### src/rtl/flash_cmd_pkg.sv
package flash_cmd_pkg;
   localparam logic [7:0] CMD_READ_ARRAY   = 8'hFF;
   localparam logic [7:0] CMD_READ_STATUS  = 8'h70;
   localparam logic [7:0] CMD_CLEAR_STATUS = 8'h50;
   localparam logic [7:0] CMD_ERASE_SETUP  = 8'h20;
   localparam logic [7:0] CMD_PROG_SETUP   = 8'h40;
   localparam logic [7:0] CMD_LOCK_SETUP   = 8'h60;
   localparam logic [7:0] CMD_LOCK_SET     = 8'h01;
   localparam logic [7:0] CMD_CONFIRM      = 8'hD0;
   localparam logic [7:0] CMD_SUSPEND      = 8'hB0;

   typedef enum logic [2:0] {
      FS_IDLE, FS_ERASE_SETUP, FS_PROG_SETUP, FS_LOCK_SETUP,
      FS_BUSY_ERASE, FS_BUSY_PROG, FS_BUSY_LOCK
   } fsm_e;

   typedef enum logic {RM_ARRAY, RM_STATUS} rmode_e;
endpackage

### src/rtl/fcc_op_timer.sv
module fcc_op_timer #(
   parameter int CNT_W = 8
) (
   input  logic             clk,
   input  logic             rst_n,
   input  logic             load,
   input  logic [CNT_W-1:0] load_val,
   input  logic             run,
   output logic             done
);
   logic [CNT_W-1:0] cnt_q;

   always_ff @(posedge clk or negedge rst_n) begin
      if (!rst_n)                      cnt_q <= '0;
      else if (load)                   cnt_q <= load_val;
      else if (run && cnt_q != '0)     cnt_q <= cnt_q - 1'b1;
   end

   assign done = run && (cnt_q == CNT_W'(1));

   // a paused operation keeps its remaining time
   a_r10_pause_holds: assert property (@(posedge clk) disable iff (!rst_n)
      (!load && !run) |=> $stable(cnt_q));
endmodule

### src/rtl/fcc_array.sv
module fcc_array #(
   parameter int ADDR_W = 8,
   parameter int BLK_W  = 2,
   parameter int DATA_W = 16
) (
   input  logic                  clk,
   input  logic                  rst_n,
   input  logic [ADDR_W-2:0]     rd_widx,
   output logic [DATA_W-1:0]     rd_word,
   input  logic                  prog_en,
   input  logic [ADDR_W-2:0]     prog_widx,
   input  logic [DATA_W-1:0]     prog_mask,
   input  logic                  erase_en,
   input  logic [BLK_W-1:0]      erase_blk,
   input  logic                  lock_set_en,
   input  logic                  lock_clr_en,
   input  logic [BLK_W-1:0]      lock_blk,
   output logic [(1<<BLK_W)-1:0] lock_q
);
   localparam int WORD_AW = ADDR_W - 1;
   localparam int NWORDS  = 1 << WORD_AW;
   localparam int NBLK    = 1 << BLK_W;

   logic [DATA_W-1:0] mem_q [NWORDS];

   for (genvar w = 0; w < NWORDS; w++) begin : g_word
      localparam logic [BLK_W-1:0] MY_BLK = BLK_W'(w >> (WORD_AW - BLK_W));
      always_ff @(posedge clk) begin
         if (erase_en && erase_blk == MY_BLK)
            mem_q[w] <= '1;
         else if (prog_en && prog_widx == WORD_AW'(w))
            mem_q[w] <= mem_q[w] & prog_mask;
      end
   end

   for (genvar b = 0; b < NBLK; b++) begin : g_lock
      always_ff @(posedge clk) begin
         if (lock_clr_en)                                 lock_q[b] <= 1'b0;
         else if (lock_set_en && lock_blk == BLK_W'(b))   lock_q[b] <= 1'b1;
      end
   end

   assign rd_word = mem_q[rd_widx];

   // the array is never written inside a locked block
   a_r4_prog_unlocked: assert property (@(posedge clk) disable iff (!rst_n)
      prog_en |-> !lock_q[prog_widx[WORD_AW-1 -: BLK_W]]);
   a_r4_erase_unlocked: assert property (@(posedge clk) disable iff (!rst_n)
      erase_en |-> !lock_q[erase_blk]);
   // contents change only through an accepted operation
   a_r1_word_quiet: assert property (@(posedge clk) disable iff (!rst_n)
      (!prog_en && !erase_en) |=> $stable(mem_q[0]));
endmodule

### src/rtl/flash_cmd_ctrl.sv
module flash_cmd_ctrl
   import flash_cmd_pkg::*;
#(
   parameter int ADDR_W    = 8,
   parameter int BLK_W     = 2,
   parameter int ERASE_CYC = 20,
   parameter int PROG_CYC  = 5,
   parameter int LOCK_CYC  = 3
) (
   input  logic              clk,
   input  logic              rst_n,
   input  logic              we,
   input  logic [ADDR_W-1:0] addr,
   input  logic [15:0]       wdata,
   input  logic              byte_mode,
   input  logic              vpp_ok,
   input  logic              vcc_lockout,
   output logic [15:0]       rdata
);
   localparam int DATA_W  = 16;
   localparam int WORD_AW = ADDR_W - 1;
   localparam int NBLK    = 1 << BLK_W;
   localparam int OP_MAX  = (PROG_CYC > LOCK_CYC) ? PROG_CYC : LOCK_CYC;
   localparam int CYC_MAX = (ERASE_CYC > OP_MAX) ? ERASE_CYC : OP_MAX;
   localparam int CNT_W   = $clog2(CYC_MAX + 1);

   if (BLK_W < 1 || BLK_W >= WORD_AW) begin : g_bad_blk
      $error("BLK_W must be between 1 and ADDR_W-2");
   end
   if (ERASE_CYC < 2 || PROG_CYC < 2 || LOCK_CYC < 2) begin : g_bad_cyc
      $error("operation durations must be at least 2 cycles");
   end

   fsm_e   state_q;
   rmode_e rmode_q;
   logic   susp_q, err_erase_q, err_prog_q, err_volt_q, err_lock_q, lock_clr_q;
   logic [WORD_AW-1:0] op_widx_q;
   logic [DATA_W-1:0]  op_mask_q;
   logic [BLK_W-1:0]   op_blk_q, erase_blk_q;
   logic [NBLK-1:0]    lock_q;
   logic [DATA_W-1:0]  rd_word;
   logic               erase_done, op_done;

   wire [7:0]         cmd       = wdata[7:0];
   wire               wr_ok     = vpp_ok && !vcc_lockout;
   wire [BLK_W-1:0]   addr_blk  = addr[ADDR_W-1 -: BLK_W];
   wire [WORD_AW-1:0] addr_widx = addr[ADDR_W-1:1];
   wire [DATA_W-1:0]  new_mask  = !byte_mode ? wdata :
                                  (addr[0] ? {wdata[7:0], 8'hFF} : {8'hFF, wdata[7:0]});

   wire erase_go = state_q == FS_ERASE_SETUP && we && cmd == CMD_CONFIRM
                   && wr_ok && !lock_q[addr_blk];
   wire prog_go  = state_q == FS_PROG_SETUP && we && wr_ok && !lock_q[addr_blk];
   wire lock_go  = state_q == FS_LOCK_SETUP && we && wr_ok
                   && (cmd == CMD_LOCK_SET || cmd == CMD_CONFIRM);
   wire busy     = state_q == FS_BUSY_ERASE || state_q == FS_BUSY_PROG
                   || state_q == FS_BUSY_LOCK;

   fcc_op_timer #(.CNT_W(CNT_W)) u_erase_timer (
      .clk(clk), .rst_n(rst_n), .load(erase_go), .load_val(CNT_W'(ERASE_CYC)),
      .run(state_q == FS_BUSY_ERASE), .done(erase_done));

   fcc_op_timer #(.CNT_W(CNT_W)) u_op_timer (
      .clk(clk), .rst_n(rst_n), .load(prog_go || lock_go),
      .load_val(prog_go ? CNT_W'(PROG_CYC) : CNT_W'(LOCK_CYC)),
      .run(state_q == FS_BUSY_PROG || state_q == FS_BUSY_LOCK), .done(op_done));

   fcc_array #(.ADDR_W(ADDR_W), .BLK_W(BLK_W), .DATA_W(DATA_W)) u_array (
      .clk(clk), .rst_n(rst_n), .rd_widx(addr_widx), .rd_word(rd_word),
      .prog_en(state_q == FS_BUSY_PROG && op_done && wr_ok),
      .prog_widx(op_widx_q), .prog_mask(op_mask_q),
      .erase_en(erase_done && wr_ok), .erase_blk(erase_blk_q),
      .lock_set_en(state_q == FS_BUSY_LOCK && op_done && wr_ok && !lock_clr_q),
      .lock_clr_en(state_q == FS_BUSY_LOCK && op_done && wr_ok && lock_clr_q),
      .lock_blk(op_blk_q), .lock_q(lock_q));

   always_ff @(posedge clk or negedge rst_n) begin
      if (!rst_n) begin
         state_q <= FS_IDLE;      rmode_q <= RM_ARRAY;    susp_q <= 1'b0;
         err_erase_q <= 1'b0;     err_prog_q <= 1'b0;
         err_volt_q <= 1'b0;      err_lock_q <= 1'b0;     lock_clr_q <= 1'b0;
         op_widx_q <= '0;         op_mask_q <= '1;
         op_blk_q <= '0;          erase_blk_q <= '0;
      end else begin
         case (state_q)
            FS_IDLE: if (we) begin
               case (cmd)
                  CMD_READ_ARRAY:   rmode_q <= RM_ARRAY;
                  CMD_READ_STATUS:  rmode_q <= RM_STATUS;
                  CMD_CLEAR_STATUS: begin
                     err_erase_q <= 1'b0; err_prog_q <= 1'b0;
                     err_volt_q  <= 1'b0; err_lock_q <= 1'b0;
                  end
                  CMD_ERASE_SETUP: if (!susp_q) begin
                     state_q <= FS_ERASE_SETUP; rmode_q <= RM_STATUS;
                  end
                  CMD_LOCK_SETUP: if (!susp_q) begin
                     state_q <= FS_LOCK_SETUP; rmode_q <= RM_STATUS;
                  end
                  CMD_PROG_SETUP: begin
                     state_q <= FS_PROG_SETUP; rmode_q <= RM_STATUS;
                  end
                  CMD_CONFIRM: if (susp_q) begin
                     susp_q <= 1'b0; state_q <= FS_BUSY_ERASE; rmode_q <= RM_STATUS;
                  end
                  default: ;
               endcase
            end
            FS_ERASE_SETUP: if (we) begin
               if (erase_go) begin
                  erase_blk_q <= addr_blk; state_q <= FS_BUSY_ERASE;
               end else begin
                  state_q <= FS_IDLE; err_erase_q <= 1'b1;
                  if (cmd != CMD_CONFIRM) err_prog_q <= 1'b1;
                  else if (!wr_ok)        err_volt_q <= 1'b1;
                  else                    err_lock_q <= 1'b1;
               end
            end
            FS_PROG_SETUP: if (we) begin
               if (prog_go) begin
                  op_widx_q <= addr_widx; op_mask_q <= new_mask;
                  state_q <= FS_BUSY_PROG;
               end else begin
                  state_q <= FS_IDLE; err_prog_q <= 1'b1;
                  if (!wr_ok) err_volt_q <= 1'b1;
                  else        err_lock_q <= 1'b1;
               end
            end
            FS_LOCK_SETUP: if (we) begin
               if (lock_go) begin
                  op_blk_q <= addr_blk; lock_clr_q <= (cmd == CMD_CONFIRM);
                  state_q <= FS_BUSY_LOCK;
               end else begin
                  state_q <= FS_IDLE;
                  if (cmd == CMD_LOCK_SET) begin
                     err_prog_q <= 1'b1; err_volt_q <= 1'b1;
                  end else if (cmd == CMD_CONFIRM) begin
                     err_erase_q <= 1'b1; err_volt_q <= 1'b1;
                  end else begin
                     err_prog_q <= 1'b1; err_erase_q <= 1'b1;
                  end
               end
            end
            FS_BUSY_ERASE: begin
               if (erase_done) begin
                  state_q <= FS_IDLE;
                  if (!wr_ok) begin err_volt_q <= 1'b1; err_erase_q <= 1'b1; end
               end else if (we && cmd == CMD_SUSPEND) begin
                  susp_q <= 1'b1; state_q <= FS_IDLE;
               end
            end
            FS_BUSY_PROG: if (op_done) begin
               state_q <= FS_IDLE;
               if (!wr_ok) begin err_volt_q <= 1'b1; err_prog_q <= 1'b1; end
            end
            FS_BUSY_LOCK: if (op_done) begin
               state_q <= FS_IDLE;
               if (!wr_ok) begin
                  err_volt_q <= 1'b1;
                  if (lock_clr_q) err_erase_q <= 1'b1;
                  else            err_prog_q  <= 1'b1;
               end
            end
            default: state_q <= FS_IDLE;
         endcase
      end
   end

   wire [7:0] status = {!busy, susp_q, err_erase_q, err_prog_q, err_volt_q,
                        1'b0, err_lock_q, 1'b0};
   wire [15:0] array_out = !byte_mode ? rd_word :
                           {8'h00, addr[0] ? rd_word[15:8] : rd_word[7:0]};
   assign rdata = (rmode_q == RM_STATUS) ? {8'h00, status} : array_out;

   // suspending a running erase reports ready and suspended next cycle
   a_r10_suspend_ready: assert property (@(posedge clk) disable iff (!rst_n)
      (state_q == FS_BUSY_ERASE && !erase_done && we && cmd == CMD_SUSPEND)
      |=> (rdata[7] && rdata[6]));
endmodule

### config.mk
export PLATFORM = sky130hd
export DESIGN_NAME = flash_cmd_ctrl
export DESIGN_NICKNAME = d
export VERILOG_FILES = /design/src/rtl/flash_cmd_pkg.sv /design/src/rtl/fcc_op_timer.sv /design/src/rtl/fcc_array.sv /design/src/rtl/flash_cmd_ctrl.sv
export SDC_FILE = /design/constraint.sdc
export NUM_CORES = 2
export LEC_CHECK = 0
export BUFFER_PORTS_ARGS = -buffer_cell sky130_fd_sc_hd__buf_2
export CAP_MARGIN = 20
export CORE_MARGIN = 5
export CORE_UTILIZATION = 30
export DETAILED_ROUTE_END_ITERATION = 6
export PLACE_DENSITY = 0.55
export SLEW_MARGIN = 20
export SYNTH_ARGS = -nofsm -noshare
export SYNTH_HDL_FRONTEND = slang
export SYNTH_SLANG_ARGS = --single-unit
### constraint.sdc
create_clock -name clk -period 3.5 [get_ports clk]
set_input_delay 0.35 -clock clk [delete_from_list [all_inputs] [get_ports clk]]
set_output_delay 0.35 -clock clk [all_outputs]
set_load 0.03 [all_outputs]
-- Yosys cells after proc, flatten, opt, wreduce, memory -nomap -nowiden
Memories as Yosys holds them, arrays and structs flattened.
Cells that the tools add are included.
Widths: inputs -> output; s select.
- bits in registers: 51
- RAM bits: 2048
- input bits: 30
- output and inout port bits: 16
- word-level logic and storage cells: 1642
- memories kept: 1
- add/subtract/negate cells: 2
- $lt $le $gt $ge: 1
- eq/ne operators: 183
- muxes and demuxes: 890
- bitwise operators: 256
- reductions and logical operators: 291
- memory list (name ; depth ; width ; rd ports ; clocked after Yosys merged registers in ; wr ports ; line ; text):
    u_array.mem_q ; 128 ; 16 ; 129 ; 0 ; 32 ; fcc_array.sv:24 ; logic [DATA_W-1:0] mem_q [NWORDS];
- operators with widths (kind ; count):
    $mux 16 ; 228
    $and 16x16->16 ; 128
    $reduce_or 16->1 ; 96
    $mux 7 ; 96
    $mux 1 ; 538
    $eq 7x7->1 const B ; 64
    $eq 7x6->1 const B ; 32
    $logic_and 1x1->1 ; 159
    $or 1x1->1 ; 128
    $eq 7x5->1 const B ; 16
    $eq 7x4->1 const B ; 8
    $ne 2x2->1 const B ; 22
    $mux 3 ; 14
    $eq 8x7->1 const B ; 4
    $eq 7x3->1 const B ; 4
    $reduce_and 13->1 ; 2
    $eq 8x8->1 const B ; 3
    $mux 5 ; 4
    $pmux 3 s6 ; 1
    $reduce_and 16->1 ; 1
    $reduce_bool 5->1 ; 3
    $eq 7x2->1 const B ; 2
    $ne 3x3->1 const B ; 4
    $pmux 1 s6 ; 2
    other kinds (37) ; 64

-- Logic depth before layout (Yosys ltp)
- depth after elaboration: 14
- gate-level depth with buffers: 13
- depth with buffers taken out: 9

-- Cells and area by module
Synthesis repeated with hierarchy kept, for this count alone.
- cells, all modules: 7548
- area total of the unflattened synthesis: 99017.5 um^2
- modules (own cells, without submodules) (module ; times used ; cells each ; area an instance (um^2) ; seq. area each (um^2)):
    fcc_array ; 1 ; 7194 ; 95995.8 ; 61579.1
    flash_cmd_ctrl ; 1 ; 284 ; 2348.5 ; 945.9
    fcc_op_timer ; 2 ; 35 ; 336.6 ; 125.1

-- Least setup slack after synthesis
Ideal clock, no wire load.
- path kind: register to register
- start: reg u_op_timer.cnt_q[1]
- end: mem u_array.mem_q[113][0] (enable)
- setup time: 0.411 ns
- arrival time: 3.201 ns
- required time: 3.089 ns
- path slack: -0.112 ns
- stages on the path, launching flop included: 10
- buffers on the path: 1
- clock period less this slack: 3.612 ns
- cells stage by stage: dfrtp_1 -> inv_1 -> ha_1 -> or4b_1 -> nor4_2 -> and2b_1 -> and2_1 -> nand2_1 -> clkbuf_1 -> o21ai_0
- RTL lines (item ; line ; text):
    start, declared ; fcc_op_timer.sv:11 ; logic [CNT_W-1:0] cnt_q;
    start signal, assigned ; fcc_op_timer.sv:15 ; else if (load) cnt_q <= load_val;
    start signal, assigned ; fcc_op_timer.sv:16 ; else if (run && cnt_q != '0) cnt_q <= cnt_q - 1'b1;
    end, declared ; fcc_array.sv:24 ;

==> impl_metrics.env <==
export IMPL_synthFlopType="edfxtp_1"
export IMPL_cp_max_fo=2
export IMPL_synth_edf_count=2048
export IMPL_violations="negative setup slack"
export IMPL_status="complete, but fails checks"
export IMPL_startpoint_type="flip-flop"
export IMPL_finalHoldViolCount=0
export IMPL_crit_path_max_incr_delay_ps=560
export IMPL_multiInputGateArea_sq_um=35340
export IMPL_drive_above_1_share_pct=23.96
export IMPL_max_slew_worst_pin_slew_ps=1171
export IMPL_clk_latency_ps=930
export IMPL_n_fill_cell=31990
export IMPL_clk_pin_slew_ps=60
export IMPL_routedWlPerCell_um=27.73
export IMPL_drc=0
export IMPL_grt_pass1_wl_mm=513.5
export IMPL_fmax_mhz=249.5
export IMPL_track_usage_pct=20.09
export IMPL_drv_slew=0
export IMPL_irDropWorstVdd_uv=416.3
export IMPL_die_w_um=587.3
export IMPL_cts_root_buffer="clkbuf_16"
export IMPL_initial_utilization_pct=30.06
export IMPL_cts_sinks=2099
export IMPL_ys_warn_count=0
export IMPL_post_route_min_period_ps=4009
export IMPL_io_pins=46
export IMPL_synth_common_cells="2561 x nand2_1, 2048 x edfxtp_1, 898 x a21o_1"
export IMPL_clockBufferDepth=4
export IMPL_holdWs_ps=29.38
export IMPL_synth_seq_cells=2099
export IMPL_gp_congestion=0.9589
export IMPL_fin_crit_sh_pct=114.5
export IMPL_cp_cell_sequence="mux4_2 > a22oi_2 > a21oi_2 > or4_4 > a21oi_4 > a311oi_2 > buf_4 > a221o_1 > buf_6"
export IMPL_cap_violations=0
export IMPL_finalSetupViolCount=14
export IMPL_firstDrtPassIters=6
export IMPL_regArea_sq_um=62840
export IMPL_die_area_sq_um=344900
export IMPL_synth_cell_types=82
export IMPL_final_antenna_net_count=0
export IMPL_wl_mm=360.5
export IMPL_syn_instance_count=7730
export IMPL_dp_hpwl_mm=245.9
export IMPL_die_y_um=587.3
export IMPL_synth_seq_area_share_pct=62.79
export IMPL_crit_path_start="u_array.mem_q[11][6]$_SDFFCE_PN1P_"
export IMPL_crit_arrival_ps=3660
export IMPL_yosysTopAreaCell="edfxtp_1"
export IMPL_rsz0062_at_grt="true"
export IMPL_stdcell_area_sq_um=122600
export IMPL_cp_required_ps=3150
export IMPL_yosysMostFrequentCell="nand2_1"
export IMPL_reg2reg_slack_ps=170
export IMPL_ys_top_cells_by_area="edfxtp_1 62%, mux4_2 10%, nand2_1 9.6%, a21o_1 6.7%, mux2i_1 1.9%"
export IMPL_synth_fp_nets=7766
export IMPL_grt_max_degree=82
export IMPL_netlist_area_sq_um=99980
export IMPL_port_buffers=45
export IMPL_synth_area_per_cell_sq_um=12.93
export IMPL_placed_area_sq_um=113700
export IMPL_cts_tree="done"
export IMPL_skew_ps=71.84
export IMPL_cp_end_kind="output pin"
export IMPL_numCtsBuffers=232
export IMPL_antenna_found_initial=16
export IMPL_setup_tns_ps=-4303
export IMPL_setup_ws_ps=-508.7
export IMPL_p_leak_nw=44.42
export IMPL_core_area_sq_um=332600
export IMPL_hold_class="input port to asynchronous set/reset pin"
export IMPL_async_flop_share_pct=2.239
export IMPL_cellPowerDensity_nw_per_um2=444.0
export IMPL_slew_headroom_pct=21.91
export IMPL_viasPerCell=5.511
export IMPL_synth_top_area_share_pct=61.51
export IMPL_slowest_stage="mux4_2"
export IMPL_synthToLayoutAreaGrowth_pct=22.66
export IMPL_row_count=212
export IMPL_cpLargestDelayFamily="compound AO/OA/AOI/OAI gates"
export IMPL_path_class="flip-flop to output pin"
export IMPL_nets=8461
export IMPL_drt_iter0_drc=9195
export IMPL_vias=71630
export IMPL_grt_overflow=0
export IMPL_grt_pass1_vias=69150
export IMPL_cts_max_level=4
export IMPL_r2r_start="u_op_timer.cnt_q[1]$_DFFE_PN0P_"
export IMPL_crit_buf_inv=2
==> worst paths after layout <==
kind,to,cells past startpoint
setup / recovery,rdata[6],9
hold / removal,rmode_q$_DFFE_PN0P_,2
setup reg to reg,u_array.mem_q[52][0]$_SDFFCE_PN1P_,12
hold reg to reg,u_array.lock_q[0]$_SDFFE_PP0P_,2
max in group asynchronous,op_mask_q[14]$_DFFE_PN1P_,3
min in group clk,erase_blk_q[1]$_DFFE_PN0P_,4
==> through the flow <==
| step | cells | power [mW] | utilization [%] | setup slack, ps |
|---|---|---|---|---|
| 3_5_place_dp | 12520 | 30.85 | 34.18 | -1100 |
| 3_3_place_gp | 12520 | 30.84 | 34.18 | -1104 |
| 4_1_cts | 12980 | 54.73 | 36.75 | -530.2 |
| 5_1_grt | 13000 | 56.01 | 36.87 | -568.7 |
| 2_1_floorplan | 7730 | 29.39 | - | -112.3 |
| 6_report | 13000 | 54.46 | 36.87 | -508.7 |
==> sequential cells by signal, summed over array words and instances, names as in the netlist, 2 cells and up <==
| signal | flops |
|---|---|
| u_array.mem_q | 2048 |
| op_mask_q | 16 |
| op_widx_q | 7 |
| u_erase_timer.cnt_q | 5 |
| u_op_timer.cnt_q | 5 |
| u_array.lock_q | 4 |
| state_q | 3 |
| erase_blk_q | 2 |
| op_blk_q | 2 |
==> routing by layer <==
metal / up-vias / track usage, % / wire (um) / part of all wire [%]
li1: 30020 / - / - / -
met1: 37060 / 28.04 / 148600 / 41
met2: 3866 / 30.52 / 160700 / 45
met3: 664 / 4.267 / 34920 / 9.7
met4: 12 / 8.113 / 16210 / 4.5
met5: - / 0 / 82 / 0.023
==> final cells by class <==
class / instances / share of cell area [%]
Antenna cell: 6 / 0.01224
Clock buffer: 282 / 4.904
Clock inverter: 132 / 0.9631
Inverter: 17 / 0.05713
Multi-Input combinational cell: 5000 / 28.82
Sequential cell: 2099 / 51.24
Tap cell: 4387 / 4.476
Timing Repair Buffer: 1075 / 9.535
==> where the power goes <==
group          switching (mW)  leakage [nW]  total (mW)  internal, mW
registers               0.203          24.9        27.5          27.3
logic                    1.93          16.1        3.20          1.28
clock network            10.4          3.48        23.8          13.4
total                    12.5          44.4        54.5          41.9
==> cells in the final DEF (no fill, tap or decap), types with 40 or more instances in the layout <==
cell type / Yosys / layout
a21o_1: 898 / 898
a21oi_1: 53 / 42
buf_12: 0 / 260
buf_4: 23 / 717
clkbuf_1: 435 / 49
clkbuf_16: 0 / 233
clkinv_1: 3 / 59
edfxtp_1: 2048 / 2048
mux2i_1: 187 / 183
mux4_2: 456 / 463
nand2_1: 2561 / 2555
nor2_1: 174 / 163
nor3_1: 60 / 49
o21ai_0: 131 / 48
o21ai_1: 1 / 40
o21ai_2: 0 / 44
o221ai_1: 59 / 42
==> kinds of logic after synthesis <==
family | Yosys count | synth area share [%]
simple gates | 2975 | 11.71
flops | 2099 | 62.79
compound gates | 1329 | 9.596
mux | 681 | 12.83
buf+inv | 631 | 2.928
xor+xnor | 8 | 0.07008
fa+ha+maj | 7 | 0.08509
==> repair_timing <==
item	CTS	global route
hold endpoints to repair	59	0
hold buffers	28	0
cloned	4	0
pin swaps	50	37
setup endpoints to repair	16	512
resized for setup	188	68
buffers inserted	24	11
No activity file was read; power rests on OpenSTA's default activity.
